--- src/rtl/demand_pkg.sv ---
// Shared types for the demand estimator.
package demand_pkg;
    // Sweep controller state: idle between periods, running while flows are updated.
    typedef enum logic {
        SW_IDLE = 1'b0,
        SW_RUN  = 1'b1
    } sweep_state_t;
endpackage

--- src/rtl/slot_timer.sv ---
// Slot timer: counts enabled slots and flags the last slot of each period.
// Assumes PERIOD_SLOTS >= 2. The boundary flag is combinational from the
// registered count and slot_en.
module slot_timer #(
    parameter int PERIOD_SLOTS = 16,
    localparam int PW = (PERIOD_SLOTS > 1) ? $clog2(PERIOD_SLOTS) : 1
) (
    input  logic clk,
    input  logic rst_n,
    input  logic slot_en,
    output logic boundary
);
    logic [PW-1:0] slot_q;

    // Last slot of the period is being consumed now.
    assign boundary = slot_en && (slot_q == PW'(PERIOD_SLOTS - 1));

    // Slot position within the period.
    always_ff @(posedge clk) begin
        if (!rst_n)        slot_q <= '0;
        else if (boundary) slot_q <= '0;
        else if (slot_en)  slot_q <= slot_q + 1'b1;
    end
endmodule

--- src/rtl/arrival_counter.sv ---
// Per-flow arrival counters for the running period.
// cnt_incl is each count including a cell in the current slot. The counters
// clear at the boundary. Assumes PERIOD_SLOTS fits in CNT_W, so no wrap.
module arrival_counter #(
    parameter int N_FLOWS = 4,
    parameter int CNT_W   = 16,
    localparam int FW = (N_FLOWS > 1) ? $clog2(N_FLOWS) : 1
) (
    input  logic                     clk,
    input  logic                     rst_n,
    input  logic                     slot_en,
    input  logic                     arr_valid,
    input  logic [FW-1:0]            arr_flow,
    input  logic                     boundary,
    output logic [N_FLOWS*CNT_W-1:0] cnt_incl
);
    for (genvar g = 0; g < N_FLOWS; g++) begin : g_flow
        logic [CNT_W-1:0] cnt_q;
        logic             hit;

        // This slot carries a cell for flow g.
        assign hit = slot_en && arr_valid && (arr_flow == FW'(g));
        // Count seen so far, including the present slot.
        assign cnt_incl[g*CNT_W +: CNT_W] = cnt_q + CNT_W'(hit);

        // Accumulate arrivals; restart at the period boundary.
        always_ff @(posedge clk) begin
            if (!rst_n)        cnt_q <= '0;
            else if (boundary) cnt_q <= '0;
            else if (hit)      cnt_q <= cnt_q + 1'b1;
        end
    end
endmodule

--- src/rtl/demand_calc.sv ---
// Combinational demand arithmetic for one flow.
// Forecast = floor((arr + pred_old)/2). Backlog term = max(0, bkl + arr - alc).
// Demand = forecast + backlog term, saturated to CNT_W bits.
module demand_calc #(
    parameter int CNT_W = 16
) (
    input  logic [CNT_W-1:0] arr,
    input  logic [CNT_W-1:0] pred_old,
    input  logic [CNT_W-1:0] bkl,
    input  logic [CNT_W-1:0] alc,
    output logic [CNT_W-1:0] pred_new,
    output logic [CNT_W-1:0] dem
);
    logic [CNT_W:0]   avg_sum;
    logic [CNT_W:0]   inflow;
    logic [CNT_W:0]   bkl_fc;
    logic [CNT_W+1:0] total;

    // Exponential average with weight one half.
    assign avg_sum  = {1'b0, arr} + {1'b0, pred_old};
    assign pred_new = avg_sum[CNT_W:1];

    // Backlog forecast, clamped at zero.
    assign inflow = {1'b0, bkl} + {1'b0, arr};
    assign bkl_fc = (inflow > {1'b0, alc}) ? (inflow - {1'b0, alc}) : '0;

    // Sum and saturate to the counter width.
    assign total = {1'b0, bkl_fc} + {2'b00, pred_new};
    assign dem   = (total[CNT_W+1:CNT_W] != 2'b00) ? '1 : total[CNT_W-1:0];
endmodule

--- src/rtl/demand_estimator.sv ---
// Top: per-port bandwidth demand estimator.
// Freezes arrivals, backlogs and allocations at each period boundary, then
// sweeps the flows one per clock through one shared demand_calc.
// Assumes PERIOD_SLOTS >= N_FLOWS + 1 so that a sweep ends before the next
// boundary. A boundary that arrives early restarts the sweep.
module demand_estimator #(
    parameter int N_FLOWS      = 4,
    parameter int CNT_W        = 16,
    parameter int PERIOD_SLOTS = 16,
    localparam int FW = (N_FLOWS > 1) ? $clog2(N_FLOWS) : 1,
    localparam int VW = N_FLOWS * CNT_W
) (
    input  logic          clk,
    input  logic          rst_n,
    input  logic          slot_en,
    input  logic          arr_valid,
    input  logic [FW-1:0] arr_flow,
    input  logic [VW-1:0] backlog_flat,
    input  logic [VW-1:0] alloc_flat,
    output logic [VW-1:0] demand_flat,
    output logic          sweep_done
);
    import demand_pkg::*;

    logic                boundary;
    logic [VW-1:0]       cnt_incl;
    sweep_state_t        state;
    logic [FW-1:0]       idx;
    logic                running;
    logic                done_q;
    logic [CNT_W-1:0]    arr_snap [N_FLOWS];
    logic [CNT_W-1:0]    bkl_snap [N_FLOWS];
    logic [CNT_W-1:0]    alc_snap [N_FLOWS];
    logic [CNT_W-1:0]    pred_q   [N_FLOWS];
    logic [CNT_W-1:0]    dem_q    [N_FLOWS];
    logic [CNT_W-1:0]    pred_new;
    logic [CNT_W-1:0]    dem_new;

    slot_timer #(.PERIOD_SLOTS(PERIOD_SLOTS)) u_timer (
        .clk      (clk),
        .rst_n    (rst_n),
        .slot_en  (slot_en),
        .boundary (boundary)
    );

    arrival_counter #(.N_FLOWS(N_FLOWS), .CNT_W(CNT_W)) u_count (
        .clk       (clk),
        .rst_n     (rst_n),
        .slot_en   (slot_en),
        .arr_valid (arr_valid),
        .arr_flow  (arr_flow),
        .boundary  (boundary),
        .cnt_incl  (cnt_incl)
    );

    demand_calc #(.CNT_W(CNT_W)) u_calc (
        .arr      (arr_snap[idx]),
        .pred_old (pred_q[idx]),
        .bkl      (bkl_snap[idx]),
        .alc      (alc_snap[idx]),
        .pred_new (pred_new),
        .dem      (dem_new)
    );

    assign running    = (state == SW_RUN);
    assign sweep_done = done_q;

    // Sweep controller: start at a boundary, step one flow per clock, strobe at the end.
    always_ff @(posedge clk) begin
        if (!rst_n) begin
            state  <= SW_IDLE;
            idx    <= '0;
            done_q <= 1'b0;
        end else begin
            done_q <= 1'b0;
            if (boundary) begin
                state <= SW_RUN;
                idx   <= '0;
            end else if (running) begin
                if (idx == FW'(N_FLOWS - 1)) begin
                    state  <= SW_IDLE;
                    idx    <= '0;
                    done_q <= 1'b1;
                end else begin
                    idx <= idx + 1'b1;
                end
            end
        end
    end

    for (genvar g = 0; g < N_FLOWS; g++) begin : g_flow
        logic wr;
        assign wr = running && (idx == FW'(g));

        // Freeze this flow's inputs in the boundary slot.
        always_ff @(posedge clk) begin
            if (!rst_n) begin
                arr_snap[g] <= '0;
                bkl_snap[g] <= '0;
                alc_snap[g] <= '0;
            end else if (boundary) begin
                arr_snap[g] <= cnt_incl[g*CNT_W +: CNT_W];
                bkl_snap[g] <= backlog_flat[g*CNT_W +: CNT_W];
                alc_snap[g] <= alloc_flat[g*CNT_W +: CNT_W];
            end
        end

        // Store the forecast and demand when the sweep reaches this flow.
        always_ff @(posedge clk) begin
            if (!rst_n) begin
                pred_q[g] <= '0;
                dem_q[g]  <= '0;
            end else if (wr) begin
                pred_q[g] <= pred_new;
                dem_q[g]  <= dem_new;
            end
        end

        assign demand_flat[g*CNT_W +: CNT_W] = dem_q[g];
    end
endmodule

--- config.mk ---
export PLATFORM = sky130hd
export DESIGN_NAME = demand_estimator
export DESIGN_NICKNAME = d
export VERILOG_FILES = /design/src/rtl/demand_pkg.sv /design/src/rtl/slot_timer.sv /design/src/rtl/arrival_counter.sv /design/src/rtl/demand_calc.sv /design/src/rtl/demand_estimator.sv
export SDC_FILE = /design/constraint.sdc
export NUM_CORES = 1
export LEC_CHECK = 0
export BUFFER_PORTS_ARGS = -buffer_cell sky130_fd_sc_hd__buf_2
export CORE_MARGIN = 5
export CORE_UTILIZATION = 49
export CTS_CLUSTER_SIZE = 8
export DETAILED_ROUTE_END_ITERATION = 8
export PLACE_DENSITY = 0.68
export RECOVER_POWER = 100
export SLEW_MARGIN = 0
export SYNTH_ARGS = -nofsm -noshare
export SYNTH_HDL_FRONTEND = slang
export SYNTH_HIERARCHICAL = 1
export SYNTH_SLANG_ARGS = --single-unit
--- constraint.sdc ---
create_clock -name clk -period 9.35 [get_ports clk]
set_input_delay 0.935 -clock clk [delete_from_list [all_inputs] [get_ports clk]]
set_output_delay 0.935 -clock clk [all_outputs]
set_load 0.05 [all_outputs]
---- Word level (Yosys, flattened, before mapping) ----
Memory sizes are Yosys's and may differ from the RTL's. A register that Yosys moved wholly into a read port is not among the register bits.
Cells that the tools add are included.
Widths: inputs -> output; s select.
operators by class
  $add $sub $neg .......................... 14
  multiply operators ...................... 0
  divide/modulo/power cells ............... 0
  magnitude comparators ................... 1
  eq/ne operators ......................... 7
  shift-type cells ........................ 0
  muxes and demuxes ....................... 51
  bitwise gates (word level) .............. 22
  reductions and logical operators ........ 15
operator list
  operator               number
  $mux 16                21
  $add 16x1->16          4
  $add 16x1->16 const B  4
  $add 16x16->17         2
  $mux 1                 20
  $or 1x1->1             20
  $add 17x16->18         1
  $mux 2                 9
  $gt 17x16->1           1
  $mux 17                1
  $sub 17x16->17         1
  $logic_and 1x1->1      10
  $eq 2x2->1 const B     4
  $add 4x1->4 const B    1
  $eq 2x1->1 const B     2
  $eq 4x4->1 const B     1
  $logic_not 2->1        2
  $reduce_or 3->1        1
  $add 2x1->2 const B    1
  $not 1->1              2
  $reduce_bool 2->1      1
  $reduce_or 2->1        1
storage, ports and cells
  register bits ........................... 72
  latch bits .............................. 0
  bits in writable memories ............... 320
  bits in read-only memories .............. 0
  bits of input ports ..................... 134
  output and inout port bits .............. 65
  word-level logic and storage cells ...... 123
  memories ................................ 5
memory list
  name      depth  width  rd ports  clocked after memory_dff  write ports  line                    RTL
  alc_snap  4      16     1         1                         4            demand_estimator.sv:33  logic [CNT_W-1:0] alc_snap [N_FLOWS];
  arr_snap  4      16     1         1                         4            demand_estimator.sv:31  logic [CNT_W-1:0] arr_snap [N_FLOWS];
  bkl_snap  4      16     1         1                         4            demand_estimator.sv:32  logic [CNT_W-1:0] bkl_snap [N_FLOWS];
  dem_q     4      16     4         0                         4            demand_estimator.sv:35  logic [CNT_W-1:0] dem_q [N_FLOWS];
  pred_q    4      16     1         1                         4            demand_estimator.sv:34  logic [CNT_W-1:0] pred_q [N_FLOWS];

---- Depth between registers and ports, before layout ----
Gate-level depths: netlist (run 1).
  depth after elaboration ................. 7
  mapped depth ............................ 34
  depth with buffers taken out ............ 29

---- Cells and area by module ----
Netlist (run 1), hierarchy kept.
modules (own cells, without submodules)
  module            instances  cells an instance  area each (sq um)  sequential area each (sq um)
  demand_estimator  1          808                13769.5            9729.3
  arrival_counter   1          482                3865.0             1281.2
  demand_calc       1          415                3056.7             0.0
  slot_timer        1          17                 178.9              80.1

---- Worst setup path before layout (run 1) ----
OpenSTA, ideal clock, no wires.
  path type ............................... register to register
  from .................................... register with a tool-made name
  to ...................................... memory dem_q[1][3] (netlist: dem_q[0][19]), data pin
  setup time .............................. 0.255 ns
  arrival ................................. 6.911 ns
  data required time ...................... 9.095 ns
  path slack .............................. 2.184 ns
  cell stages (with the launch flop) ...... 34
  buffers on the path ..................... 5
  clock period less this slack ............ 7.166 ns
  cells stage by stage .................... dfxtp_1 buf_6 buf_12 mux4_2 ha_1 a21o_1 a21oi_1 nor2b_1 o21a_1 o21ai_1 o21ai_1 o41ai_1 xnor2_1 ha_1 nand4_1 or4_1 o221a_2 o21ai_0 and2_1 clkbuf_1 clkbuf_1 nor2_1 ha_1 fa_1 a211oi_1 nor2_1 o221ai_1 nand3_1 and4_4 nand2b_1 a21oi_2 clkbuf_4 o22ai_2 and2_1
RTL lines
  item           line
  end, declared  demand_estimator.sv:35

==> reports/metrics.cfg, run 1 <==
[logic_synthesis]
async_flop_share = 0
ys_top_cells_by_area = edfxtp_1 46%, dfxtp_1 7.1%, mux4_2 6.5%
synthesis.area_um2 = 20900
synth-edff-count = 320
yosys-top-cells-count = 320 x edfxtp_1, 203 x and3_1, 136 x and2_1
synth_top_cell_by_area = edfxtp_1
synth_top_area_frac = 0.460
ys.flop_type = edfxtp_1
ys_ff_latch = 394
avgSynthCellArea_um2 = 12.1
syn_nets = 1943
yosysMostFrequentCell = edfxtp_1
yosysWarningCount = 6
synth_cells = 1722
yosysSeqAreaShare = 0.531
ys_types = 75

[clock_network]
clock-sinks = 394
cts_hold_buf = 0
ctsResizeCount = 0
clk_pin_slew_ns = 0.05
clockBufferDepth = 3
clock_latency_ns = 0.60
tritoncts = yes
post_cts_buffers = 0
h-tree-depth = 2
cts_root_buf = clkbuf_16
numCtsBuffers = 55

[power_and_ir_drop]
pwr-share-clk = 0.403
p_sw_frac = 0.267
leakage_nw = 9.57
p_int_w = 0.00327
seqPwrFrac = 0.441
comb_power_share = 0.156
p_sw_w = 0.00119
vdd_drop_max_mv = 0.130
power_w = 0.00445
p_per_area_nw_per_um2 = 190

[timing]
setup_tns_ns = 0
post-route-min-period_ns = 8.47
fin_ws_ns = 0.877
tightest_slew_ns = 3.51
fmax_mhz = 118
final_hold_viol_count = 0
finalSetupViolCount = 0
drv_slew = 659
rsz0062_at_grt = false
whs_ns = 0.505
period_share = 0.906
slew_headroom = -1.34
fin_skew_ns = 0.0199

[place]
gp_congestion = 0.921
dp_cells = 2375
dpl.hpwl_um = 34800
io_buffer_count = 198
dp_slack_ns = 1.06

[outcome]
violations = max-capacitance violations, max-slew violations
status = finished, violations left

[job]
drv_cap = 11

[critical_path]
path_max_fanout = 28
r2r_cells = 26
worstReg2RegEnd = dem_q[0][6]$_SDFFCE_PN0P_
cp.buffers_inverters = 1
cp_slowest_stage_delay_ns = 0.69
critical_path_cell_count = 26
endpoint_kind = flop
cp-start-kind = flop
worstPathArrival_ns = 8.81
cp_top_family = compound AO/OA/AOI/OAI gates
slowest_stage = dfxtp_4
worst-setup-path-type = flop to flop
rrSetupSlack_ns = 0.88
required_ns = 9.69

[finish]
nFillCells = 3539
instances_no_fill = 2458
syn2layout_area_growth_pct = 12.5
drive_above_1_share = 0.150
fin_nets = 2114

[global_route]
grt_usage = 0.209
grt_max_degree = 136
overflow = 0
antenna_found_initial = 1
grt_pass1_vias = 13800
grt_pass1_wl_um = 78100

[die]
rows = 75
die-area_um2 = 46800
num_io_pins = 199
start_util = 0.496
die_x_um = 216
core_area_um2 = 42000
die_h_um = 216

[routing]
wl_um = 50100
vias = 14200
drc = 0
post_drt_wl_per_cell_um = 20.4
drt_iter0_markers = 1154
antenna_left = 0
vias_per_cell = 5.77
dr.pass1.iters = 8

[min_path]
hp-start = u_count/g_flow[1].cnt_q[15]$_SDFFE_PP0P_
holdPathEnd = u_count/g_flow[1].cnt_q[15]$_SDFFE_PP0P_
holdPathStages = 2
hp-class = flop to flop

[through the flow]
stage | instance area, um2 | utilization
6_report | 23500 | 0.559
5_1_grt | 23500 | 0.559
4_1_cts | 23700 | 0.563
3_5_place_dp | 22100 | 0.527
3_3_place_gp | 22100 | 0.527
2_1_floorplan | 20900 | -
[placed cells by master (no fill, tap or decap), types with 6 or more instances in the layout]
cell type,n
nand2_1,61
o21ai_0,33
o21ai_1,9
nand4_1,31
clkbuf_1,100
mux4_2,60
or4_1,8
o31ai_1,6
nor3_1,33
and4_1,10
inv_1,36
buf_4,7
edfxtp_1,320
dfxtp_1,72
nor2b_1,10
o211ai_1,7
or3_1,20
ha_1,83
a21oi_1,58
buf_2,132
xnor2_1,78
a211oi_1,11
nor2_1,104
and3_1,203
o21bai_1,9
and2_0,64
xor2_1,67
nor4_1,12
and2_1,72
a21o_1,11
clkbuf_16,55
nand2b_1,9
nand3_1,35
or2_2,9
o21a_1,14
[power groups by stage]
stage / Sequential [W] / Clock [W] / Combinational, W
after detailed placement: 0.00199 / 0 / 0.000704
after CTS: 0.00196 / 0.00182 / 0.000707
after global routing: 0.00197 / 0.00190 / 0.000760
final: 0.00196 / 0.00179 / 0.000695
after floorplan: 0.00203 / 0 / 0.000465
after global placement: 0.00199 / 0 / 0.000690
[sequential cells by signal, summed over array words and instances (netlist names), 2 cells and up, named ones only]
register	cells
arr_snap	64
u_count/g_flow.cnt_q	64
u_timer/slot_q	4
bkl_snap	64
dem_q	64
alc_snap	64
idx	2
pred_q	64
[layout make-up]
| type | count | area, um2 | area share |
|---|---|---|---|
| Sequential cell | 394 | 11100 | 0.472 |
| Multi-Input combinational cell | 1187 | 9050 | 0.385 |
| Clock buffer | 80 | 1480 | 0.0630 |
| Timing Repair Buffer | 217 | 1010 | 0.0429 |
| Tap cell | 539 | 674 | 0.0287 |
| Inverter | 38 | 143 | 0.00607 |
| Clock inverter | 2 | 32.5 | 0.00138 |
| Antenna cell | 1 | 2.50 | 0.000107 |
[layer usage]
metal,part of all wire,global-route usage,vias to the layer above
met1,0.46,0.302,6876
met3,0.065,0.0407,65
met5,0,0,-
met2,0.46,0.331,503
li1,-,-,6748
met4,0.018,0.0488,0
[tightest hold or removal path, cell delays in order (launching register included)]
cell,delay [ns]
dfxtp_1,0.33
o21ai_0,0.07
a21oi_1,0.06
[kinds of logic (layout without fill, tap and decap cells)]
| family | after synthesis | count (layout) | share of synthesized area |
|---|---|---|---|
| AND/OR/NAND/NOR | 698 | 698 | 0.190 |
| flip-flops | 394 | 394 | 0.531 |
| AO/OA/AOI/OAI | 190 | 190 | 0.0600 |
| XOR/XNOR | 145 | 145 | 0.0609 |
| buffers and inverters | 141 | 337 | 0.0334 |
| adder cells (fa/ha/maj) | 87 | 87 | 0.0536 |
| multiplexers | 67 | 67 | 0.0712 |
| other | 0 | 1 | 0 |
[worst max-delay path by stage]
stage	from	end	slack [ns]
after floorplan	flop	dem_q[0][19]$_SDFFCE_PN0P_	2.18
after global placement	flop	dem_q[0][2]$_SDFFCE_PN0P_	1.22
after detailed placement	flop	dem_q[0][6]$_SDFFCE_PN0P_	1.06
after CTS	flop	dem_q[0][6]$_SDFFCE_PN0P_	1.05
after global routing	flop	dem_q[1][24]$_SDFFCE_PN0P_	0.23
final	flop	dem_q[0][6]$_SDFFCE_PN0P_	0.88
No activity file was read; power rests on OpenSTA's default activity.
==> inputs of run 2 (changes only) <==
--- a/config.mk
+++ b/config.mk
@@ -5,6 +5,7 @@
 export SDC_FILE = /design/constraint.sdc
 export NUM_CORES = 1
 export LEC_CHECK = 0
+export ABC_AREA = 1
 export BUFFER_PORTS_ARGS = -buffer_cell sky130_fd_sc_hd__buf_2
 export CORE_MARGIN = 5
 export CORE_UTILIZATION = 49
==> run 2 against run 1 <==
  * The flow still finishes with violations (max-capacitance violations, max-slew violations)
  * Synthesized area is 10% higher
  * Count of clock-buffer cells in the layout is 1 higher
  * Cell count is 53% higher
  * Design area is 9.3% higher
  * Non-clock buffer count is 6 lower
  * Synthesized cell count is 71% higher
  * Largest cell class unchanged
  * Largest power group unchanged
==> reports/metrics.cfg, run 2 <==
[timing]
setup_tns_ns = 0  ; unchanged
fin_skew_ns = 0.0307  ; +0.0108 ns
post-route-min-period_ns = 7.65  ; -0.820 ns
tightest_slew_ns = 4.61  ; +1.10 ns
finalSetupViolCount = 0  ; unchanged
period_share = 0.819  ; -0.0877
rsz0062_at_grt = false
final_hold_viol_count = 0  ; unchanged
fmax_mhz = 131  ; +11%
drv_slew = 590  ; -10%
slew_headroom = -2.07  ; -0.733

[routing]
vias_per_cell = 4.91  ; -15%
wl_um = 58000  ; +16%
drt_iter0_markers = 1236  ; +7.1%
drc = 0  ; unchanged
antenna_left = 0  ; unchanged
vias = 18500  ; +30%
post_drt_wl_per_cell_um = 15.4  ; -24%
dr.pass1.iters = 6  ; -2

[power_and_ir_drop]
p_sw_w = 0.00132  ; +11%
seqPwrFrac = 0.427  ; -0.014
comb_power_share = 0.179  ; +0.023
vdd_drop_max_mv = 0.131  ; +1.3%
leakage_nw = 12.3  ; +29%
p_per_area_nw_per_um2 = 180  ; -5.1%
p_sw_frac = 0.286  ; +0.0193
p_int_w = 0.00330  ; +0.95%
pwr-share-clk = 0.393  ; -0.010

[finish]
n_antenna_cell = 0  ; -1
regArea_um2 = 11100  ; unchanged
nFillCells = 4409  ; +25%
final_cell_mix = 674 x nand2_1, 653 x inv_1, 517 x nor2_1
drive_above_1_share = 0.0733  ; -0.0769
fin_nets = 3346  ; +58%
multi_input_area_um2 = 8840  ; -2.3%
syn2layout_area_growth_pct = 11.8
final_common_cell = nand2_1
final_util = 0.552  ; -0.00623

[logic_synthesis]
yosysSeqAreaShare = 0.483  ; -0.0483
yosysMostFrequentCell = nand2_1
yosys-top-cells-count = 672 x nand2_1, 653 x inv_1, 516 x nor2_1
yosysWarningCount = 6  ; unchanged
ys_ff_latch = 394  ; unchanged
synth_top_cell_by_area = edfxtp_1
async_flop_share = 0  ; unchanged
ys_top_cells_by_area = edfxtp_1 42%, nand2_1 11%, inv_1 11%
synth-edff-count = 320  ; unchanged
avgSynthCellArea_um2 = 7.80  ; -36%
ys_types = 36  ; -52%
syn_nets = 3166  ; +63%
synthesis.area_um2 = 23000  ; +10%
synth_top_area_frac = 0.419  ; -0.0419
ys.flop_type = edfxtp_1
synth_cells = 2945  ; +71%

[critical_path]
cp_slowest_stage_delay_ns = 0.70  ; about the same
cpMostUsedCell = nand2_1
slowest_stage = clkinv_2
path_max_fanout = 55  ; +96%
required_ns = 9.64  ; -0.05 ns
worstPathArrival_ns = 7.95  ; -0.86 ns
cp-start-kind = flop
endpoint_kind = flop
rrSetupSlack_ns = 1.70  ; +0.82 ns
worst-setup-path-type = flop to flop

[clock_network]
tritoncts = yes
cts_root_buf = clkbuf_16
h-tree-depth = 2  ; unchanged
numCtsBuffers = 55  ; unchanged
post_cts_buffers = 0  ; unchanged
cts_hold_buf = 0  ; unchanged
clock_latency_ns = 0.60  ; about the same
clk_pin_slew_ns = 0.05  ; about the same
clockBufferDepth = 3  ; unchanged
ctsResizeCount = 0  ; unchanged
clock-sinks = 394  ; unchanged

[die]
die_h_um = 226  ; +4.7%
die_x_um = 226  ; +4.7%
start_util = 0.494  ; -0.00227
core_area_um2 = 46500  ; +11%
die-area_um2 = 51300  ; +9.5%
rows = 79  ; +5.3%
num_io_pins = 199  ; unchanged

[global_route]
grt_max_degree = 110  ; -19%
antenna_found_initial = 0  ; -1
grt_usage = 0.224  ; +0.0154
grt_pass1_vias = 18300  ; +32%
overflow = 0  ; unchanged
grt_pass1_wl_um = 92700  ; +19%

[place]
gp_congestion = 0.877  ; -4.8%
dpl.hpwl_um = 41400  ; +19%
io_buffer_count = 198  ; unchanged

[outcome]
violations = max-capacitance violations, max-slew violations
status = finished, violations left

[min_path]
hp-class = flop to flop

[job]
drv_cap = 10  ; -1

[run 2: cell types whose count changed in the layout (fill, tap and decap cells not counted), moves of 19 or more]
cell | previous run | this run
xnor2_1 | 78 | 42
inv_1 | 36 | 653
nor2_1 | 104 | 517
nand3_1 | 35 | 190
and3_1 | 203 | 1
mux4_2 | 60 | 0
and2_0 | 64 | 0
a21oi_1 | 58 | 88
and2_1 | 72 | 1
or3_1 | 20 | 0
nand2_1 | 61 | 674
nor3_1 | 33 | 14
[run 2: critical path, delay by kind of cell, from the launching register on]
| kind | cells | cell delay, ns |
|---|---|---|
| and+or+nand+nor | 24 | 2.98 |
| AOI/OAI and AO/OA | 6 | 1.16 |
| buffers and inverters | 5 | 1.30 |
| DFF | 1 | 0.63 |
| adders and majority gates | 4 | 1.23 |
[run 2: power groups by stage]
stage | Clock [W] | Combinational [W] | Sequential, W
after floorplan | 0 | 0.000563 | 0.00205
after CTS | 0.00185 | 0.000838 | 0.00197
after detailed placement | 0 | 0.000834 | 0.00200
after global routing | 0.00194 | 0.000933 | 0.00198
after global placement | 0 | 0.000829 | 0.00200
final | 0.00181 | 0.000828 | 0.00197
[run 2: logic make-up after synthesis]
kind of cell | after synthesis | synth area share
simple gates | 1448 | 0.257
fa+ha+maj | 87 | 0.0487
buf+inv | 744 | 0.132
xor+xnor | 113 | 0.0431
flops | 394 | 0.483
compound gates | 159 | 0.0368
[run 2: final timing paths]
kind / start / end / cells after the start
setup / recovery: flop / dem_q[0][10]$_SDFFCE_PN0P_ / 39
hold / removal: u_timer/slot_q[3]$_SDFFE_PP0P_ / u_timer/slot_q[3]$_SDFFE_PP0P_ / 2
setup reg to reg: flop / dem_q[0][10]$_SDFFCE_PN0P_ / 39
hold reg to reg: u_timer/slot_q[3]$_SDFFE_PP0P_ / u_timer/slot_q[3]$_SDFFE_PP0P_ / 2
[run 2: through the flow]
| step | hold slack [ns] | cell area [um2] | instances | power [W] | setup slack, ns |
|---|---|---|---|---|---|
| CTS | 0.498 | 25800 | 3759 | 0.00466 | 1.95 |
| floorplan | 0.463 | 23000 | 2945 | 0.00261 | 3.49 |
| finish | 0.506 | 25700 | 3759 | 0.00462 | 1.70 |
| global route | 0.536 | 25700 | 3759 | 0.00485 | 0.766 |
| global placement | 0.472 | 24300 | 3675 | 0.00283 | 2.06 |
| detailed placement | 0.492 | 24300 | 3675 | 0.00284 | 2.00 |
[run 2: routing by layer]
metal / track usage / routed length, um / up-vias
met5: 0 / 0 / -
met4: 0.0594 / 1480 / 0
met3: 0.0318 / 2670 / 91
met2: 0.408 / 29400 / 373
met1: 0.281 / 24500 / 8632
li1: - / - / 9371
[run 2: cell type report]
class	instances	area share
clock buffer	81	0.0586
clock inverter	3	0.00112
inverter	656	0.0960
multi-input combinational	1807	0.344
sequential	394	0.432
tap	607	0.0296
timing repair buffer	211	0.0379
==> inputs of run 3 (changes only) <==
--- a/config.mk
+++ b/config.mk
@@ -5,13 +5,13 @@
 export SDC_FILE = /design/constraint.sdc
 export NUM_CORES = 1
 export LEC_CHECK = 0
-export ABC_AREA = 1
+export ABC_AREA = 0
 export BUFFER_PORTS_ARGS = -buffer_cell sky130_fd_sc_hd__buf_2
 export CORE_MARGIN = 5
 export CORE_UTILIZATION = 49
 export CTS_CLUSTER_SIZE = 8
 export DETAILED_ROUTE_END_ITERATION = 8
-export PLACE_DENSITY = 0.68
+export PLACE_DENSITY = 0.71
 export RECOVER_POWER = 100
 export SLEW_MARGIN = 0
 export SYNTH_ARGS = -nofsm -noshare
==> constraint.sdc (replaced) <==
create_clock -name clk -period 6.24 [get_ports clk]
set_input_delay 0.624 -clock clk [delete_from_list [all_inputs] [get_ports clk]]
set_output_delay 0.624 -clock clk [all_outputs]
set_load 0.05 [all_outputs]
==> run 3 against run 2 <==
  * Flip-flop and latch count unchanged
  * Total power is 55% higher
  * The flow finishes with violations (max-capacitance violations, max-slew violations, negative setup slack)
  * Combinational power grew 86%
  * First-iteration DRC count is 3.9% lower
  * Die area shrank 8.7%
  * Wire length decreased by 11%
  * Clock skew decreased by 0.0054 ns
  * Cell count down 31%
  * Design area is 1.7% lower
  * Global-route usage fell by 0.78 points
  * Via count shrank 20%
  * Fmax rose by 17%
==> reports/metrics.cfg, run 3 (synthesis gave the netlist of run 1 again) <==
[outcome]
status = finished, violations left
violations = max-capacitance violations, max-slew violations, negative setup slack

[critical_path]
worstPathArrival_ns = 6.85  ; -1.10 ns
endpoint_kind = flop
rrSetupSlack_ns = -0.29  ; -1.99 ns
r2r_cells = 29  ; -26%
slowest_stage = mux4_2
path_max_fanout = 8  ; -85%
worst-setup-path-type = flop to flop
cp_slowest_stage_delay_ns = 0.58  ; -0.12 ns
cp-start-kind = flop
worstReg2RegEnd = dem_q[0][0]$_SDFFCE_PN0P_
required_ns = 6.56  ; -3.08 ns

[place]
dp_slack_ns = -0.457  ; -2.46 ns
gp_congestion = 0.931  ; +6.2%
dp_cells = 2498  ; -32%
io_buffer_count = 198  ; unchanged
dpl.hpwl_um = 35500  ; -14%

[timing]
post-route-min-period_ns = 6.53  ; -1.12 ns
slew_headroom = -1.53  ; +0.547
fin_skew_ns = 0.0253  ; -0.00535 ns
finalSetupViolCount = 64  ; +64
tightest_slew_ns = 3.79  ; -0.820 ns
setup_tns_ns = -17.17  ; -17.17 ns
final_hold_viol_count = 0  ; unchanged
period_share = 1.05  ; +0.228
whs_ns = 0.357  ; -0.149 ns
rsz0062_at_grt = true
fmax_mhz = 153  ; +17%
fin_ws_ns = -0.291  ; -1.99 ns
drv_slew = 597  ; +1.2%

[power_and_ir_drop]
power_w = 0.00716  ; +55%
leakage_nw = 10.4  ; -15%
vdd_drop_max_mv = 0.238  ; +81%
p_per_area_nw_per_um2 = 284  ; +58%

[routing]
post_drt_wl_per_cell_um = 19.8  ; +29%
dr.pass1.iters = 5  ; -1
vias_per_cell = 5.67  ; +15%
drt_iter0_markers = 1188  ; -3.9%
antenna_left = 0  ; unchanged
wl_um = 51700  ; -11%
vias = 14800  ; -20%
drc = 0  ; unchanged

[die]
die_x_um = 216  ; -4.4%
rows = 75  ; -5.1%
die-area_um2 = 46800  ; -8.7%
num_io_pins = 199  ; unchanged
core_area_um2 = 42000  ; -9.5%
die_h_um = 216  ; -4.4%
start_util = 0.496  ; +0.00227

[clock_network]
numCtsBuffers = 55  ; unchanged
h-tree-depth = 2  ; unchanged
cts_root_buf = clkbuf_16
tritoncts = yes
clock_latency_ns = 0.59  ; about the same
clk_pin_slew_ns = 0.05  ; about the same
clockBufferDepth = 3  ; unchanged
cts_hold_buf = 0  ; unchanged
clock-sinks = 394  ; unchanged

[finish]
fin_nets = 2264  ; -32%
final_common_cell = edfxtp_1
drive_above_1_share = 0.249  ; +0.176
final_cell_mix = 320 x edfxtp_1, 202 x and3_1, 150 x buf_4
syn2layout_area_growth_pct = 20.9
instances_no_fill = 2607  ; -31%

[global_route]
grt_max_degree = 131  ; +19%
grt_pass1_vias = 14900  ; -18%
overflow = 0  ; unchanged
grt_pass1_wl_um = 81600  ; -12%
grt_usage = 0.217  ; -0.00778
antenna_found_initial = 0  ; unchanged

[min_path]
hp-class = input pin to flop
holdPathStages = 2  ; unchanged
holdPathEnd = bkl_snap[2][2]$_SDFFCE_PN0P_
hp-start = backlog_flat[34]

[job]
drv_cap = 11  ; +1

==> run 3: cell count changes in the layout (fill, tap and decap cells not counted), sizes merged, moves of 28 or more <==
cell / delta
a21oi: -28
and2: +135
and3: +202
buf: +152
inv: -619
mux4: +64
nand2: -622
nand3: -163
nor2: -427
xnor2: +36
==> run 3: through the flow <==
stage | util | cell area (um2)
2_1_floorplan | - | 21100
3_3_place_gp | 0.553 | 23300
3_5_place_dp | 0.553 | 23300
4_1_cts | 0.596 | 25100
5_1_grt | 0.600 | 25200
6_report | 0.600 | 25200
==> run 3: cell type report <==
cell class              instances  area, um2
fillers                      3360      16800
repair buffers                367       2240
clock buffers                  78       1480
clock inverters                 3       30.0
multi-input cells            1187       9560
inverters                      38        143
flip-flops and latches        394      11100
diodes                          1       2.50
well taps                     539        674
==> run 3: worst max path at each step <==
| stage | start | end | slack [ns] | depth (start not counted) |
|---|---|---|---|---|
| 5_1_grt | flop | dem_q[0][19]$_SDFFCE_PN0P_ | -0.50 | 29 |
| 6_report | flop | dem_q[0][0]$_SDFFCE_PN0P_ | -0.29 | 29 |
| 4_1_cts | flop | dem_q[0][15]$_SDFFCE_PN0P_ | -0.14 | 29 |
| 2_1_floorplan | flop | dem_q[0][19]$_SDFFCE_PN0P_ | -0.24 | 33 |
| 3_3_place_gp | flop | dem_q[0][19]$_SDFFCE_PN0P_ | -0.30 | 29 |
| 3_5_place_dp | flop | dem_q[1][24]$_SDFFCE_PN0P_ | -0.46 | 30 |
==> run 3: where the power goes <==
group	switching, W	total [W]	internal, W	leakage (nW)
clock network	0.00106	0.00267	0.00161	0.731
logic	0.000836	0.00154	0.000706	5.83
registers	0.0000269	0.00294	0.00292	3.88
==> run 3: worst max-delay path, delay by kind of cell, from the launching register on <==
kind,cells,cell delay (ns)
compound gates,11,1.87
xor+xnor,1,0.14
fa+ha+maj,3,0.98
buf+inv,4,0.59
flops,1,0.43
mux,1,0.58
simple gates,9,1.68
==> run 3: repair_timing <==
action,CTS,global route
endpoints found under the setup margin,64,64
endpoints found under the hold margin,0,0
gates cloned,0,1
buffers inserted,17,9
gates resized for setup,29,52
pin swaps,7,8
==> run 3: metal layers <==
layer	GRT usage	routed length, um	vias up
li1	-	-	7053
met1	0.307	23300	7165
met2	0.347	23900	471
met3	0.0384	3200	85
met4	0.0602	1400	0
met5	0	0	-
